File: config.mk
export PLATFORM = sky130hd
export DESIGN_NAME = store_fwd_queue
export DESIGN_NICKNAME = d
export VERILOG_FILES = /design/src/rtl/sfq_pkg.sv /design/src/rtl/sfq_ptr_ctrl.sv /design/src/rtl/sfq_storage.sv /design/src/rtl/sfq_youngest_sel.sv /design/src/rtl/store_fwd_queue.sv
export SDC_FILE = /design/constraint.sdc
export NUM_CORES = 1
export LEC_CHECK = 0
export BUFFER_PORTS_ARGS = -buffer_cell sky130_fd_sc_hd__buf_2
export CAP_MARGIN = 10
export CORE_MARGIN = 2
export CORE_UTILIZATION = 61
export DETAILED_ROUTE_END_ITERATION = 8
export MAX_ROUTING_LAYER = met4
export PLACE_DENSITY = 0.81
export SLEW_MARGIN = 20
export SYNTH_ARGS = -nofsm -noshare
export SYNTH_HDL_FRONTEND = slang
export SYNTH_SLANG_ARGS = --single-unit
File: constraint.sdc
create_clock -name clk_i -period 8 [get_ports clk_i]
set_input_delay 0.8 -clock clk_i [delete_from_list [all_inputs] [get_ports clk_i]]
set_output_delay 0.8 -clock clk_i [all_outputs]
set_load 0.005 [all_outputs]
File: src/rtl/sfq_pkg.sv
package sfq_pkg;
  typedef enum logic [1:0] {
    FL_NONE,
    FL_TO_RTR,
    FL_AT_IDX
  } flush_kind_e;
endpackage

File: src/rtl/sfq_ptr_ctrl.sv
module sfq_ptr_ctrl #(
  parameter int unsigned DEPTH = 8,
  localparam int unsigned PTR_W = $clog2(DEPTH),
  localparam int unsigned PW = PTR_W + 1
) (
  input  logic             clk_i,
  input  logic             rst_ni,
  input  logic             push_i,
  input  logic             retire_i,
  input  logic             drain_rdy_i,
  input  logic             flush_i,
  input  logic [PTR_W-1:0] flush_idx_i,
  output logic [PW-1:0]    head_o,
  output logic [PW-1:0]    rtr_o,
  output logic [PW-1:0]    tail_o,
  output logic [PW-1:0]    live_o,
  output logic             full_o,
  output logic             has_ret_o,
  output logic             push_ok_o,
  output logic             drain_o
);
  import sfq_pkg::*;

  logic [PW-1:0] head_q, rtr_q, tail_q;
  logic [PW-1:0] head_d, rtr_d, tail_d;
  logic [PW-1:0] live, ret_cnt, spec_cnt, ret_nxt, flush_dist;
  logic          retire_ok;
  flush_kind_e   fkind;

  assign live       = tail_q - head_q;
  assign ret_cnt    = rtr_q - head_q;
  assign spec_cnt   = tail_q - rtr_q;
  assign full_o     = (live == PW'(DEPTH));
  assign has_ret_o  = (ret_cnt != '0);
  assign drain_o    = has_ret_o & drain_rdy_i;
  assign retire_ok  = retire_i & (spec_cnt != '0);
  assign push_ok_o  = push_i & ~full_o & ~flush_i;
  // distance of the flush slot from the head, in slots
  assign flush_dist = {1'b0, PTR_W'(flush_idx_i - head_q[PTR_W-1:0])};

  always_comb begin
    head_d  = head_q + PW'(drain_o);
    rtr_d   = rtr_q + PW'(retire_ok);
    ret_nxt = rtr_d - head_q;
    fkind   = FL_NONE;
    if (flush_i) begin
      if (flush_dist < ret_nxt)   fkind = FL_TO_RTR;
      else if (flush_dist < live) fkind = FL_AT_IDX;
    end
    tail_d = tail_q;
    unique case (fkind)
      FL_TO_RTR: tail_d = rtr_d;
      FL_AT_IDX: tail_d = head_q + flush_dist + PW'(1);
      default:   if (push_ok_o) tail_d = tail_q + PW'(1);
    endcase
  end

  always_ff @(posedge clk_i or negedge rst_ni) begin
    if (!rst_ni) begin
      head_q <= '0;
      rtr_q  <= '0;
      tail_q <= '0;
    end else begin
      head_q <= head_d;
      rtr_q  <= rtr_d;
      tail_q <= tail_d;
    end
  end

  assign head_o = head_q;
  assign rtr_o  = rtr_q;
  assign tail_o = tail_q;
  assign live_o = live;
endmodule

File: src/rtl/sfq_storage.sv
module sfq_storage #(
  parameter int unsigned DEPTH  = 8,
  parameter int unsigned ADDR_W = 16,
  parameter int unsigned DATA_W = 32,
  localparam int unsigned PTR_W = $clog2(DEPTH),
  localparam int unsigned PW = PTR_W + 1
) (
  input  logic              clk_i,
  input  logic              we_i,
  input  logic [PTR_W-1:0]  wslot_i,
  input  logic [ADDR_W-1:0] waddr_i,
  input  logic [DATA_W-1:0] wdata_i,
  input  logic [PTR_W-1:0]  head_slot_i,
  input  logic [PW-1:0]     live_i,
  input  logic [ADDR_W-1:0] lk_addr_i,
  input  logic [PTR_W-1:0]  lk_slot_i,
  output logic [DEPTH-1:0]  hit_vec_o,
  output logic [DATA_W-1:0] lk_data_o,
  output logic [ADDR_W-1:0] hd_addr_o,
  output logic [DATA_W-1:0] hd_data_o
);
  logic [ADDR_W-1:0] addr_q [DEPTH];
  logic [DATA_W-1:0] data_q [DEPTH];

  always_ff @(posedge clk_i) begin
    if (we_i) begin
      addr_q[wslot_i] <= waddr_i;
      data_q[wslot_i] <= wdata_i;
    end
  end

  for (genvar g = 0; g < DEPTH; g++) begin : g_slot
    logic [PTR_W-1:0] off;
    logic             live;
    assign off          = PTR_W'(g) - head_slot_i;
    assign live         = ({1'b0, off} < live_i);
    assign hit_vec_o[g] = live & (addr_q[g] == lk_addr_i);
  end

  assign lk_data_o = data_q[lk_slot_i];
  assign hd_addr_o = addr_q[head_slot_i];
  assign hd_data_o = data_q[head_slot_i];
endmodule

File: src/rtl/sfq_youngest_sel.sv
module sfq_youngest_sel #(
  parameter int unsigned DEPTH = 8,
  localparam int unsigned PTR_W = $clog2(DEPTH)
) (
  input  logic [DEPTH-1:0] hit_vec_i,
  input  logic [PTR_W-1:0] tail_slot_i,
  output logic             hit_o,
  output logic [PTR_W-1:0] slot_o
);
  // walk from oldest age to youngest; the last match written wins
  always_comb begin
    hit_o  = 1'b0;
    slot_o = '0;
    for (int k = DEPTH - 1; k >= 0; k--) begin
      logic [PTR_W-1:0] s;
      s = tail_slot_i - PTR_W'(k + 1);
      if (hit_vec_i[s]) begin
        hit_o  = 1'b1;
        slot_o = s;
      end
    end
  end
endmodule

File: src/rtl/store_fwd_queue.sv
module store_fwd_queue #(
  parameter int unsigned DEPTH  = 8,
  parameter int unsigned ADDR_W = 16,
  parameter int unsigned DATA_W = 32,
  localparam int unsigned PTR_W = $clog2(DEPTH),
  localparam int unsigned PW = PTR_W + 1
) (
  input  logic              clk_i,
  input  logic              rst_ni,
  input  logic              push_i,
  input  logic [ADDR_W-1:0] push_addr_i,
  input  logic [DATA_W-1:0] push_data_i,
  output logic              stall_o,
  input  logic              retire_i,
  input  logic              flush_i,
  input  logic [PTR_W-1:0]  flush_idx_i,
  input  logic              mem_ready_i,
  output logic              mem_we_o,
  output logic [ADDR_W-1:0] mem_addr_o,
  output logic [DATA_W-1:0] mem_data_o,
  input  logic [ADDR_W-1:0] ld_addr_i,
  input  logic [DATA_W-1:0] ld_mem_data_i,
  output logic              ld_hit_o,
  output logic [PTR_W-1:0]  ld_idx_o,
  output logic [DATA_W-1:0] ld_data_o
);
  logic [PW-1:0]     head, rtr, tail, live;
  logic              full, has_ret, push_ok, drain;
  logic [DEPTH-1:0]  hit_vec;
  logic              sel_hit;
  logic [PTR_W-1:0]  sel_slot;
  logic [DATA_W-1:0] fwd_data;

  sfq_ptr_ctrl #(.DEPTH(DEPTH)) u_ptr (
    .clk_i       (clk_i),
    .rst_ni      (rst_ni),
    .push_i      (push_i),
    .retire_i    (retire_i),
    .drain_rdy_i (mem_ready_i),
    .flush_i     (flush_i),
    .flush_idx_i (flush_idx_i),
    .head_o      (head),
    .rtr_o       (rtr),
    .tail_o      (tail),
    .live_o      (live),
    .full_o      (full),
    .has_ret_o   (has_ret),
    .push_ok_o   (push_ok),
    .drain_o     (drain)
  );

  sfq_storage #(.DEPTH(DEPTH), .ADDR_W(ADDR_W), .DATA_W(DATA_W)) u_mem (
    .clk_i       (clk_i),
    .we_i        (push_ok),
    .wslot_i     (tail[PTR_W-1:0]),
    .waddr_i     (push_addr_i),
    .wdata_i     (push_data_i),
    .head_slot_i (head[PTR_W-1:0]),
    .live_i      (live),
    .lk_addr_i   (ld_addr_i),
    .lk_slot_i   (sel_slot),
    .hit_vec_o   (hit_vec),
    .lk_data_o   (fwd_data),
    .hd_addr_o   (mem_addr_o),
    .hd_data_o   (mem_data_o)
  );

  sfq_youngest_sel #(.DEPTH(DEPTH)) u_sel (
    .hit_vec_i   (hit_vec),
    .tail_slot_i (tail[PTR_W-1:0]),
    .hit_o       (sel_hit),
    .slot_o      (sel_slot)
  );

  assign stall_o   = full | flush_i;
  assign mem_we_o  = has_ret;
  assign ld_hit_o  = sel_hit;
  assign ld_idx_o  = sel_slot;
  assign ld_data_o = sel_hit ? fwd_data : ld_mem_data_i;
endmodule

# Word level (Yosys, flattened, before mapping)
# Memory sizes are Yosys's and may differ from the RTL's.
# Index checks and enable logic that the tools add are counted.
totals:
  ff_bits: 12
  mem_bits_rw: 384
  in_bits: 105
  out_inout_bits: 86
  word_cells: 117
  memories: 2
memory_table:
  columns: ["name", "words", "word_bits", "read_ports", "rd_clocked_by_memory_dff", "write_ports", "line_no", "source"]
  rows:
  - ["u_mem.data_q", 8, 32, 2, 0, 1, "sfq_storage.sv:23", "logic [DATA_W-1:0] data_q [DEPTH];"]
  - ["u_mem.addr_q", 8, 16, 9, 0, 1, "sfq_storage.sv:22", "logic [ADDR_W-1:0] addr_q [DEPTH];"]
op_classes:
  add_sub_neg: 25
  order_cmp: 18
  n_eq_ne: 11
  muxes: 40
  n_bitwise: 15
  reduce_logical: 3
ops:
  columns: ["op", "n"]
  rows:
  - ["$eq A16 B16 Y1", 8]
  - ["$lt A3 B4 Y1", 10]
  - ["$lt A3 B4 Y1 const B", 8]
  - ["$mux W32", 1]
  - ["$bmux W1 S3", 8]
  - ["$mux W3", 8]
  - ["$mux W1", 18]
  - ["$sub A4 B4 Y4", 4]
  - ["$and A1 B1 Y1", 12]
  - ["$sub A3 B3 Y3 const A", 4]
  - ["$sub A3 B3 Y3 const B", 4]
  - ["$add A4 B1 Y4", 2]
  - ["$add A4 B1 Y4 const B", 2]
  - ["$pmux W4 S2", 1]
  - ["$reduce_bool A4 Y1", 2]
  - ["$mux W2", 3]
  - ["$sub A1 B3 Y3 const A", 2]
  - ["$sub A2 B3 Y3 const A", 2]
  - ["$sub A3 B2 Y3 const B", 2]
  - ["$add A4 B3 Y4", 1]
  - ["$eq A4 B4 Y1 const B", 1]
  - ["$mux W4", 1]
  - ["$reduce_bool A3 Y1", 1]
  - ["$sub A3 B1 Y3 const B", 1]
  - ["5 further kinds", 6]

# Longest topological paths before layout
# Gate-level depths: netlist of the first run.
# An unclocked memory read counts as a cell.
depth:
  word_depth: 15
  mapped_depth: 25
  depth_no_buf: 21

# Cells and area by module
# Synthesis of the first run repeated with hierarchy kept, for this count alone.
unflattened:
  cells_unflattened: 1274
  area_unflattened_um2: 20966.4
by_module_without_submodules:
  columns: ["mod", "n_inst", "cells_per_inst", "area_each_um2", "seq_area_each_um2"]
  rows:
  - ["sfq_storage", 1, 1019, 18345.1, 11531.1]
  - ["sfq_ptr_ctrl", 1, 143, 1386.3, 300.3]
  - ["sfq_youngest_sel", 1, 75, 684.4, 0.0]
  - ["store_fwd_queue", 1, 37, 550.5, 0.0]

# Least setup slack after synthesis of the first run
# Ideal clock, no wire load.
synth_path:
  path_kind: "flip-flop to output port"
  start: "register u_ptr.tail_q[0], in the netlist u_ptr.tail_o[0]"
  end: "output ld_data_o[22]"
  t_arrival_ps: 5642
  required_ps: 7200
  path_slack_ps: 1558
  stages_incl_launch_ff: 23
  path_buffers: 6
  path_cell_list: "dfrtp_1 -> clkbuf_1 -> inv_1 -> buf_2 -> clkbuf_1 -> clkbuf_1 -> ha_1 -> fa_1 -> ha_1 -> o21ba_2 -> a21oi_1 -> o22a_1 -> nor2_1 -> mux2_2 -> mux2i_2 -> mux2i_1 -> a311oi_1 -> o31ai_4 -> o22ai_1 -> buf_2 -> buf_2 -> mux2_1 -> a211o_1"
synth_between:
  elab_chain_len: 15
  word_cells_on_any_way: 58
  cone_classes: "8 x add/sub; 8 x order compare; 33 x mux; 8 x bitwise; 1 x memory"
synth_rtl:
  columns: ["item", "line_no", "source"]
  rows:
  - ["start: declaration", "sfq_ptr_ctrl.sv:24", "logic [PW-1:0] head_q, rtr_q, tail_q;"]
  - ["start signal: assignment", "sfq_ptr_ctrl.sv:66", "tail_q <= tail_d;"]
  - ["$sub A4 B4 Y4", "sfq_ptr_ctrl.sv:30", "assign live = tail_q - head_q;"]
  - ["$lt A3 B4 Y1", "sfq_storage.sv:36", "assign live = ({1'b0, off} < live_i);"]
  - ["$and A1 B1 Y1", "sfq_storage.sv:37", "assign hit_vec_o[g] = live & (addr_q[g] == lk_addr_i);"]
  - ["$bmux W1 S3", "sfq_youngest_sel.sv:17", "if (hit_vec_i[s]) begin"]
  - ["$mux W1 (implied by the code)", "sfq_youngest_sel.sv:17", null]
  - ["$mux W3 (8 in a row)", "sfq_youngest_sel.sv:17", null]
  - ["$mem_v2 Z8 W32", null, null]
  - ["$mux W32 (*)", "store_fwd_queue.sv:79", "assign ld_data_o = sel_hit ? fwd_data : ld_mem_data_i;"]
  - ["end: declaration", "store_fwd_queue.sv:25", "output logic [DATA_W-1:0] ld_data_o"]
# Mark *: on every way between the ends. The rest lies on a longest branch, timed or not. The select of a mux whose other input is x is not followed.

# Worst setup path after layout of the first run
layout_path:
  start: "register u_ptr.head_q[0], in the netlist u_ptr.head_o[0]"
  end: "output ld_data_o[30]"
layout_between:
  elab_chain_len: 15
  word_cells_on_any_way: 59
  cone_classes: "9 x add/sub; 8 x order compare; 33 x mux; 8 x bitwise; 1 x memory"
layout_rtl:
  columns: ["item", "line_no", "source"]
  rows:
  - ["start: declaration", "sfq_ptr_ctrl.sv:24", null]
  - ["start signal: assignment", "sfq_ptr_ctrl.sv:60", "head_q <= '0;"]
  - ["start signal: assignment", "sfq_ptr_ctrl.sv:64", "head_q <= head_d;"]
  - ["$sub A4 B4 Y4, or another cell as far along", "sfq_ptr_ctrl.sv:30", null]
  - ["$lt A3 B4 Y1", "sfq_storage.sv:36", null]
  - ["$and A1 B1 Y1", "sfq_storage.sv:37", null]
  - ["$bmux W1 S3", "sfq_youngest_sel.sv:17", null]
  - ["$mux W1 (implied by the code)", "sfq_youngest_sel.sv:17", null]
  - ["$mux W3 (8 in a row)", "sfq_youngest_sel.sv:17", null]
  - ["$mem_v2 Z8 W32", null, null]
  - ["$mux W32 (*)", "store_fwd_queue.sv:79", null]
# Marks and branches as above.

==> run_results.csv, run 1 <==
group,metric,value,unit
run_status,status,"complete, no violations",
logic_synthesis,syn-cell-area,21900,um^2
timing,rsz0062_at_grt,"no",
timing,fin_skew,0.0233,ns
finish,fillers,2423,
logic_synthesis,yosys_warnings,0,
drt,drc,0,
setup_path,critPathRequiredTime,7.20,ns
drt,vias_per_cell,7.11,
worst_hold_path,hold_class,"primary input to async pin",
logic_synthesis,synth_edf_count,384,
setup_path,critPathMaxStageDelay,0.68,ns
floorplanning,die_h,194,um
power,powerDensity,408,nW/um^2
cts,post-cts-setup-buffer-count,0,
timing,slew-limit-headroom,27.2,%
timing,worst_pin_slew,1.09,ns
cts,clock_path_buffers,3,
drt,dr.first_iter.drc_count,2516,
cts,cts_tree,"done",
grt,use_met3,6.99,%
timing,period_share,93.3,%
finish,layout-drive-gt1-share,24.3,%
cts,clk_pin_slew_worst_paths,0.06,ns
placed_design,io_buffers,190,
logic_synthesis,ys_ff_latch,396,
logic_synthesis,ys_types,78,
cts,htree_levels,2,
power,ir_drop,0.518,mV
grt,antenna_found_initial,7,
drt,vias,16402,
setup_path,critical_path.cell_chain,"ha_1 > fa_1 > ha_1 > o21ba_2 > a21oi_1 > o22a_1 > or3_1 > o21ai_1 > mux2i_1 > mux2_2 > nand2b_1 > or4_1 > and2_1 > a21oi_2 > a2111oi_0 > or4_1 > buf_2",
logic_synthesis,yosys.area.top_type_share,52.6,%
logic_synthesis,synth_seq_area_share,54.0,%
setup_path,worstSetupPathType,"register to output pin",
timing,finalSetupTns,0,ns
finish,num-nets-final,1948,
job,maxCapViolCount,0,
drt,firstDrtPassIters,6,
setup_path,end_kind,"output pin",
logic_synthesis,netlist.top_cell.by_area,"edfxtp_1",
floorplanning,dieArea,37500,um^2
drt,detail-route-antenna-nets,0,
drt,wl_per_cell,27.9,um
timing,hold_ws,0.141,ns
finish,fin_cells,2307,
timing,period_minus_slack,7.46,ns
drt,finalWirelength,64.4,mm
logic_synthesis,synth.area.top_cells,"edfxtp_1 53%, mux4_2 10%, xor2_1 4.2%",
logic_synthesis,syn_nets,1803,
timing,hold_violations,0,
placed_design,dp.cells,2219,
grt,grt_use_met2,51.4,%
logic_synthesis,postSynthCellCount,1658,
setup_path,slowest_stage,"dfrtp_4",
floorplanning,initial_core_util,61.8,%
cts,clock_latency,0.55,ns
cts,ctsResizeCount,0,
placed_design,gp_congestion,0.955,
grt,top_usage_layer,"met2",
floorplanning,io_pins,191,
setup_path,arrival,6.66,ns
logic_synthesis,avgSynthCellArea,13.2,um^2
finish,area_growth,13.1,%
grt,gr-usage-met1,48.5,%
timing,timing.fmax,134,MHz
cts,hold_buffers,0,
grt,overflow,0,
cts,cts_made_buffers,43,
floorplanning,coreArea,35500,um^2
power,p_leak,9.04,nW
floorplanning,rows,69,
floorplanning,die_x,194,um
setup_path,critPathMaxFanout,26,
grt,grt_pass1_wl,97.2,mm
timing,report.final.slew_viol_count,0,
setup_path,crit_path_start_kind,"register",
grt,grt_max_degree,90,
grt,first_global_vias,16190,
logic_synthesis,synth_ff_type,"edfxtp_1",
placed_design,dpl.hpwl,38.9,mm
cts,root_buffer,"clkbuf_16",
grt,grt_usage,34.9,%
timing,finalSetupViolations,0,
logic_synthesis,synthArstFlopShare,3.03,%
cts,cts_sinks,396,
-- path summary, 6_finish.rpt --
kind                            cells past startpoint            start  slack [ns]                   to
min in group clk_i                                  1  push_addr_i[11]        0.52  u_mem.addr_q[3][11]
worst min register to register                      1   u_ptr.rtr_o[2]        0.60       u_ptr.rtr_o[2]
worst max register to register                     20  u_ptr.tail_o[0]        3.23      u_ptr.tail_o[0]
worst max-delay path                               17  u_ptr.head_o[0]        0.54        ld_data_o[30]
worst min-delay path                                1           rst_ni        0.14       u_ptr.rtr_o[2]
max in group asynchronous                           1           rst_ni        7.60      u_ptr.tail_o[0]
-- state kept, by name, summed over array words and instances, names as in the netlist --
signal,cells
u_ptr.head_o,4
u_ptr.rtr_o,4
u_mem.addr_q,128
u_ptr.tail_o,4
u_mem.data_q,256
-- cell type report --
class	instances	area, um^2	share of cell area, %
inverter	25	93.8	0.379
clock inverter	30	373	1.50
timing repair buffer	230	1250	5.06
antenna	9	22.5	0.0909
sequential	396	11800	47.8
tap	461	577	2.33
clock buffer	49	1120	4.52
multi-input combinational	1107	9500	38.3
-- per-layer routing --
metal,vias to the layer above,wire length [um]
met5,-,0
met4,0,2220
met3,202,8360
met2,1327,29800
met1,7986,24000
li1,6887,-
-- cells by family after synthesis --
| logic type | count (synthesis) | synth area share (%) |
|---|---|---|
| compound gates | 386 | 13.1 |
| buf+inv | 155 | 2.97 |
| xor+xnor | 152 | 6.11 |
| flops | 396 | 54.0 |
| simple gates | 345 | 6.95 |
| mux | 179 | 14.2 |
| fa+ha+maj | 45 | 2.67 |
-- cells in the final DEF, fill, tap and decap left out, types with 6 or more instances in the layout --
cell type  Yosys  layout
edfxtp_1     384     384
o32ai_1       30      30
dfrtp_1       12       8
bufinv_16      0       8
clkbuf_16      0      44
mux2i_1       40      39
nand2b_1       6       6
nor4_1        26      26
a22oi_1       33      33
nand4_1       20      20
buf_4          2      39
a21o_1        10      10
o21a_1        36      36
buf_2         32     190
mux4_2       100     100
xnor2_1       46      46
clkinv_2       0      11
xor2_1       105     105
nor2_1        55      54
a211oi_1       6       6
o221ai_1      33      33
a211o_1       33      33
a21oi_1       23      23
mux2_2         8       8
and3_2         0       8
o21ai_0       40      40
a221oi_1      31      31
o22ai_1       66      65
inv_1         24      22
ha_1          36      36
mux2_1        28      28
diode_2        0       9
clkinv_1       1       6
nand3_1        8       8
nand2_1      198     198
-- synth_stat cells, types with 3 or more instances --
cell type / count
a211o_1: 33
a211oi_1: 6
a21o_1: 10
a21oi_1: 23
a221oi_1: 31
a22oi_1: 33
a311oi_1: 4
and2_1: 4
and3_1: 11
buf_1: 22
buf_2: 32
buf_6: 3
clkbuf_1: 71
dfrtp_1: 12
edfxtp_1: 384
fa_1: 4
ha_1: 36
inv_1: 24
maj3_2: 3
mux2_1: 28
mux2_2: 8
mux2i_1: 40
mux4_2: 100
nand2_1: 198
nand2b_1: 6
nand3_1: 8
nand4_1: 20
nor2_1: 55
nor3_1: 5
nor4_1: 26
o211ai_1: 3
o21a_1: 36
o21ai_0: 40
o21ai_1: 5
o21bai_1: 3
o221ai_1: 33
o22a_1: 3
o22ai_1: 66
o32ai_1: 30
or4_1: 3
xnor2_1: 46
xor2_1: 105
-- worst max-delay path, delay by kind of cell (launching register included) --
kind / cells / cell delay, ns
compound gates: 6 / 0.96
flops: 1 / 0.68
buf+inv: 1 / 0.17
simple gates: 5 / 1.81
mux: 2 / 1.29
fa+ha+maj: 3 / 1.20
-- report_power, final --
part           total (mW)  switching [mW]  internal (mW)
combinational        5.37            3.15           2.21
clock                2.10           0.831           1.27
sequential           2.64           0.155           2.49
-- per-stage QoR --
stage               instance area (um^2)  total power [mW]  setup WS [ns]  util (%)
global placement                   23300              7.83           1.31      65.6
global route                       24800              10.6          0.264      69.8
finish                             24800              10.1          0.536      69.8
detailed placement                 23300              7.94           1.20      65.6
floorplan                          21900              6.25           1.56         -
CTS                                24800              10.0          0.611      69.8
No activity file was read; power rests on OpenSTA's default activity.
==> run 2, diff against run 1 <==
--- a/config.mk
+++ b/config.mk
@@ -8,10 +8,10 @@
 export BUFFER_PORTS_ARGS = -buffer_cell sky130_fd_sc_hd__buf_2
 export CAP_MARGIN = 10
 export CORE_MARGIN = 2
-export CORE_UTILIZATION = 61
+export CORE_UTILIZATION = 55
 export DETAILED_ROUTE_END_ITERATION = 8
 export MAX_ROUTING_LAYER = met4
-export PLACE_DENSITY = 0.81
+export PLACE_DENSITY = 0.77
 export SLEW_MARGIN = 20
 export SYNTH_ARGS = -nofsm -noshare
 export SYNTH_HDL_FRONTEND = slang
==> constraint.sdc (replaced) <==
create_clock -name clk_i -period 6.7 [get_ports clk_i]
set_input_delay 0.67 -clock clk_i [delete_from_list [all_inputs] [get_ports clk_i]]
set_output_delay 0.67 -clock clk_i [all_outputs]
set_load 0.005 [all_outputs]
==> run 2 against run 1 <==
Non-clock buffer count grew 20; clock power rose by 9%; sequential power grew 19%; largest power group unchanged; setup slack lost 0.41 ns; die area is 11% higher; first-iteration DRC count decreased by 12%; critical path depth rose by 2; cell area is 1.0% higher; largest cell class unchanged; highest routed layer unchanged.
==> run_results.csv, run 2 (synthesized netlist as in run 1, its figures left out) <==
group,metric,value,unit
setup_path,arrival,5.90,ns
setup_path,end_kind,"output pin",
setup_path,crit_path_start_kind,"register",
drt,wl_per_cell,28.2,um
floorplanning,dieArea,41500,um^2
finish,largest_register_ffs,256,
power,ir_drop,0.335,mV
cts,cts_tree,"done",
timing,period_share,98.1,%
grt,grt_usage,32.8,%
setup_path,worstSetupPathType,"register to output pin",
finish,layout_commonest_cell,"edfxtp_1",
drt,dr.first_iter.drc_count,2222,
power,p_leak,9.10,nW
cts,clock_path_buffers,3,
timing,hold_violations,0,
cts,htree_levels,2,
setup_path,critPathMaxFanout,25,
finish,area_growth,14.2,%
finish,final_cell_mix,"384 x edfxtp_1, 197 x nand2_1, 190 x buf_2",
timing,period_minus_slack,6.57,ns
worst_hold_path,hold_class,"primary input to register",
grt,first_global_vias,16442,
finish,regArea,11800,um^2
floorplanning,coreArea,39500,um^2
timing,fin_skew,0.0208,ns
drt,firstDrtPassIters,7,
drt,drc,0,
placed_design,dp.cells,2286,
setup_path,critPathTopFamily,"simple AND/OR/NAND/NOR gates",
cts,clk_pin_slew_worst_paths,0.06,ns
finish,fillers,2880,
floorplanning,rows,73,
timing,setup_ws,0.129,ns
finish,fin_cells,2379,
timing,finalSetupViolations,0,
floorplanning,io_pins,191,
drt,finalWirelength,67.0,mm
cts,clock_latency,0.57,ns
drt,vias_per_cell,6.99,
drt,vias,16629,
grt,grt_max_degree,104,
grt,overflow,0,
grt,antenna_found_initial,5,
setup_path,critPathRequiredTime,6.03,ns
timing,report.final.slew_viol_count,0,
run_status,status,"complete, no violations",
placed_design,preCtsSetupSlack,0.404,ns
setup_path,critical_path.cell_chain,"ha_2 > fa_2 > ha_1 > o21ba_2 > nor2_1 > o22a_1 > nor2_1 > mux2_2 > mux2i_4 > buf_4 > or4b_1 > a311oi_1 > a311oi_1 > a31oi_2 > nand2b_2 > buf_12 > o21ai_0 > or4_4 > buf_2",
power,powerDensity,492,nW/um^2
floorplanning,die_x,204,um
finish,layout-drive-gt1-share,25.0,%
setup_path,slowest_stage,"fa_2",
cts,cts_made_buffers,43,
timing,timing.fmax,152,MHz
placed_design,dpl.hpwl,39.5,mm
cts,root_buffer,"clkbuf_16",
finish,largestRegisters,"u_mem.data_q (256), u_mem.addr_q (128)",
power,finalPower,12.3,mW
grt,grt_pass1_wl,98.8,mm
placed_design,io_buffers,190,
timing,worst_pin_slew,1.12,ns
cts,cts_sinks,396,
setup_path,critPathMaxStageDelay,0.66,ns
drt,detail-route-antenna-nets,0,
setup_path,path_buf_inv,3,
finish,num-nets-final,1968,
placed_design,gp_congestion,0.921,
floorplanning,initial_core_util,55.4,%
timing,slew-limit-headroom,25.3,%
finish,regMostFlops,"u_mem.data_q",
floorplanning,die_h,204,um
finish,multiInputGateArea,9550,um^2
job,maxCapViolCount,0,
[run 2: cell count changes in the layout (fill, tap and decap cells not counted), sizes merged]
cell	change
buf	+17
bufinv	-4
clkbuf	+4
clkinv	-4
clkinvlp	-2
diode	-4
dlygate4sd3	+1
[run 2: timing repair]
action,in CTS,in global routing
hold buffers,1,0
resized for setup,8,14
endpoints found under the setup margin,32,32
pin swaps,1,7
buffers inserted,6,7
gates cloned,1,2
hold endpoints to repair,12,0
[run 2: layout make-up]
| cell class | instances | share of cell area (%) |
|---|---|---|
| Clock buffer | 51 | 4.42 |
| Clock inverter | 20 | 0.805 |
| Tap cell | 525 | 2.62 |
| Multi-Input combinational cell | 1107 | 38.2 |
| Sequential cell | 396 | 47.3 |
| Antenna cell | 5 | 0.0500 |
| Inverter | 25 | 0.375 |
| Timing Repair Buffer | 250 | 6.27 |
[run 2: path summary, 6_finish.rpt]
path                                 start  cells after the start             endpoint  slack (ns)
max reg2reg                u_ptr.tail_o[0]                     21      u_ptr.tail_o[3]        1.97
max in group asynchronous           rst_ni                      2      u_ptr.head_o[0]        5.92
max                        u_ptr.head_o[0]                     19        ld_data_o[30]        0.13
min reg2reg                 u_ptr.rtr_o[2]                      1       u_ptr.rtr_o[2]        0.60
min                        push_addr_i[11]                      1  u_mem.addr_q[0][11]        0.36
min in group asynchronous           rst_ni                      2      u_ptr.head_o[1]        0.53
[run 2: layer usage]
layer  vias up  track usage (%)  part of all wire, %
met5         -                -                    0
met4         0             13.9                  3.8
met3       221             5.91                   12
met2      1317             50.4                   47
met1      8182             43.2                   37
li1       6909                -                    -
[run 2: power breakdown]
| group | leakage, nW | internal [mW] | switching (mW) |
|---|---|---|---|
| Combinational | 4.86 | 2.90 | 4.00 |
| Sequential | 3.61 | 2.97 | 0.152 |
| Clock | 0.636 | 1.32 | 0.967 |
[run 2: metrics by stage]
step	setup TNS, ns	area, um^2	hold slack (ns)	util [%]
final	0	25000	0.363	63.3
after global routing	-0.0326	25000	0.369	63.3
after CTS	0	24900	0.355	62.9
after detailed placement	0	23400	0.572	59.2
after global placement	0	23400	0.566	59.2
after floorplan	0	21900	0.374	-
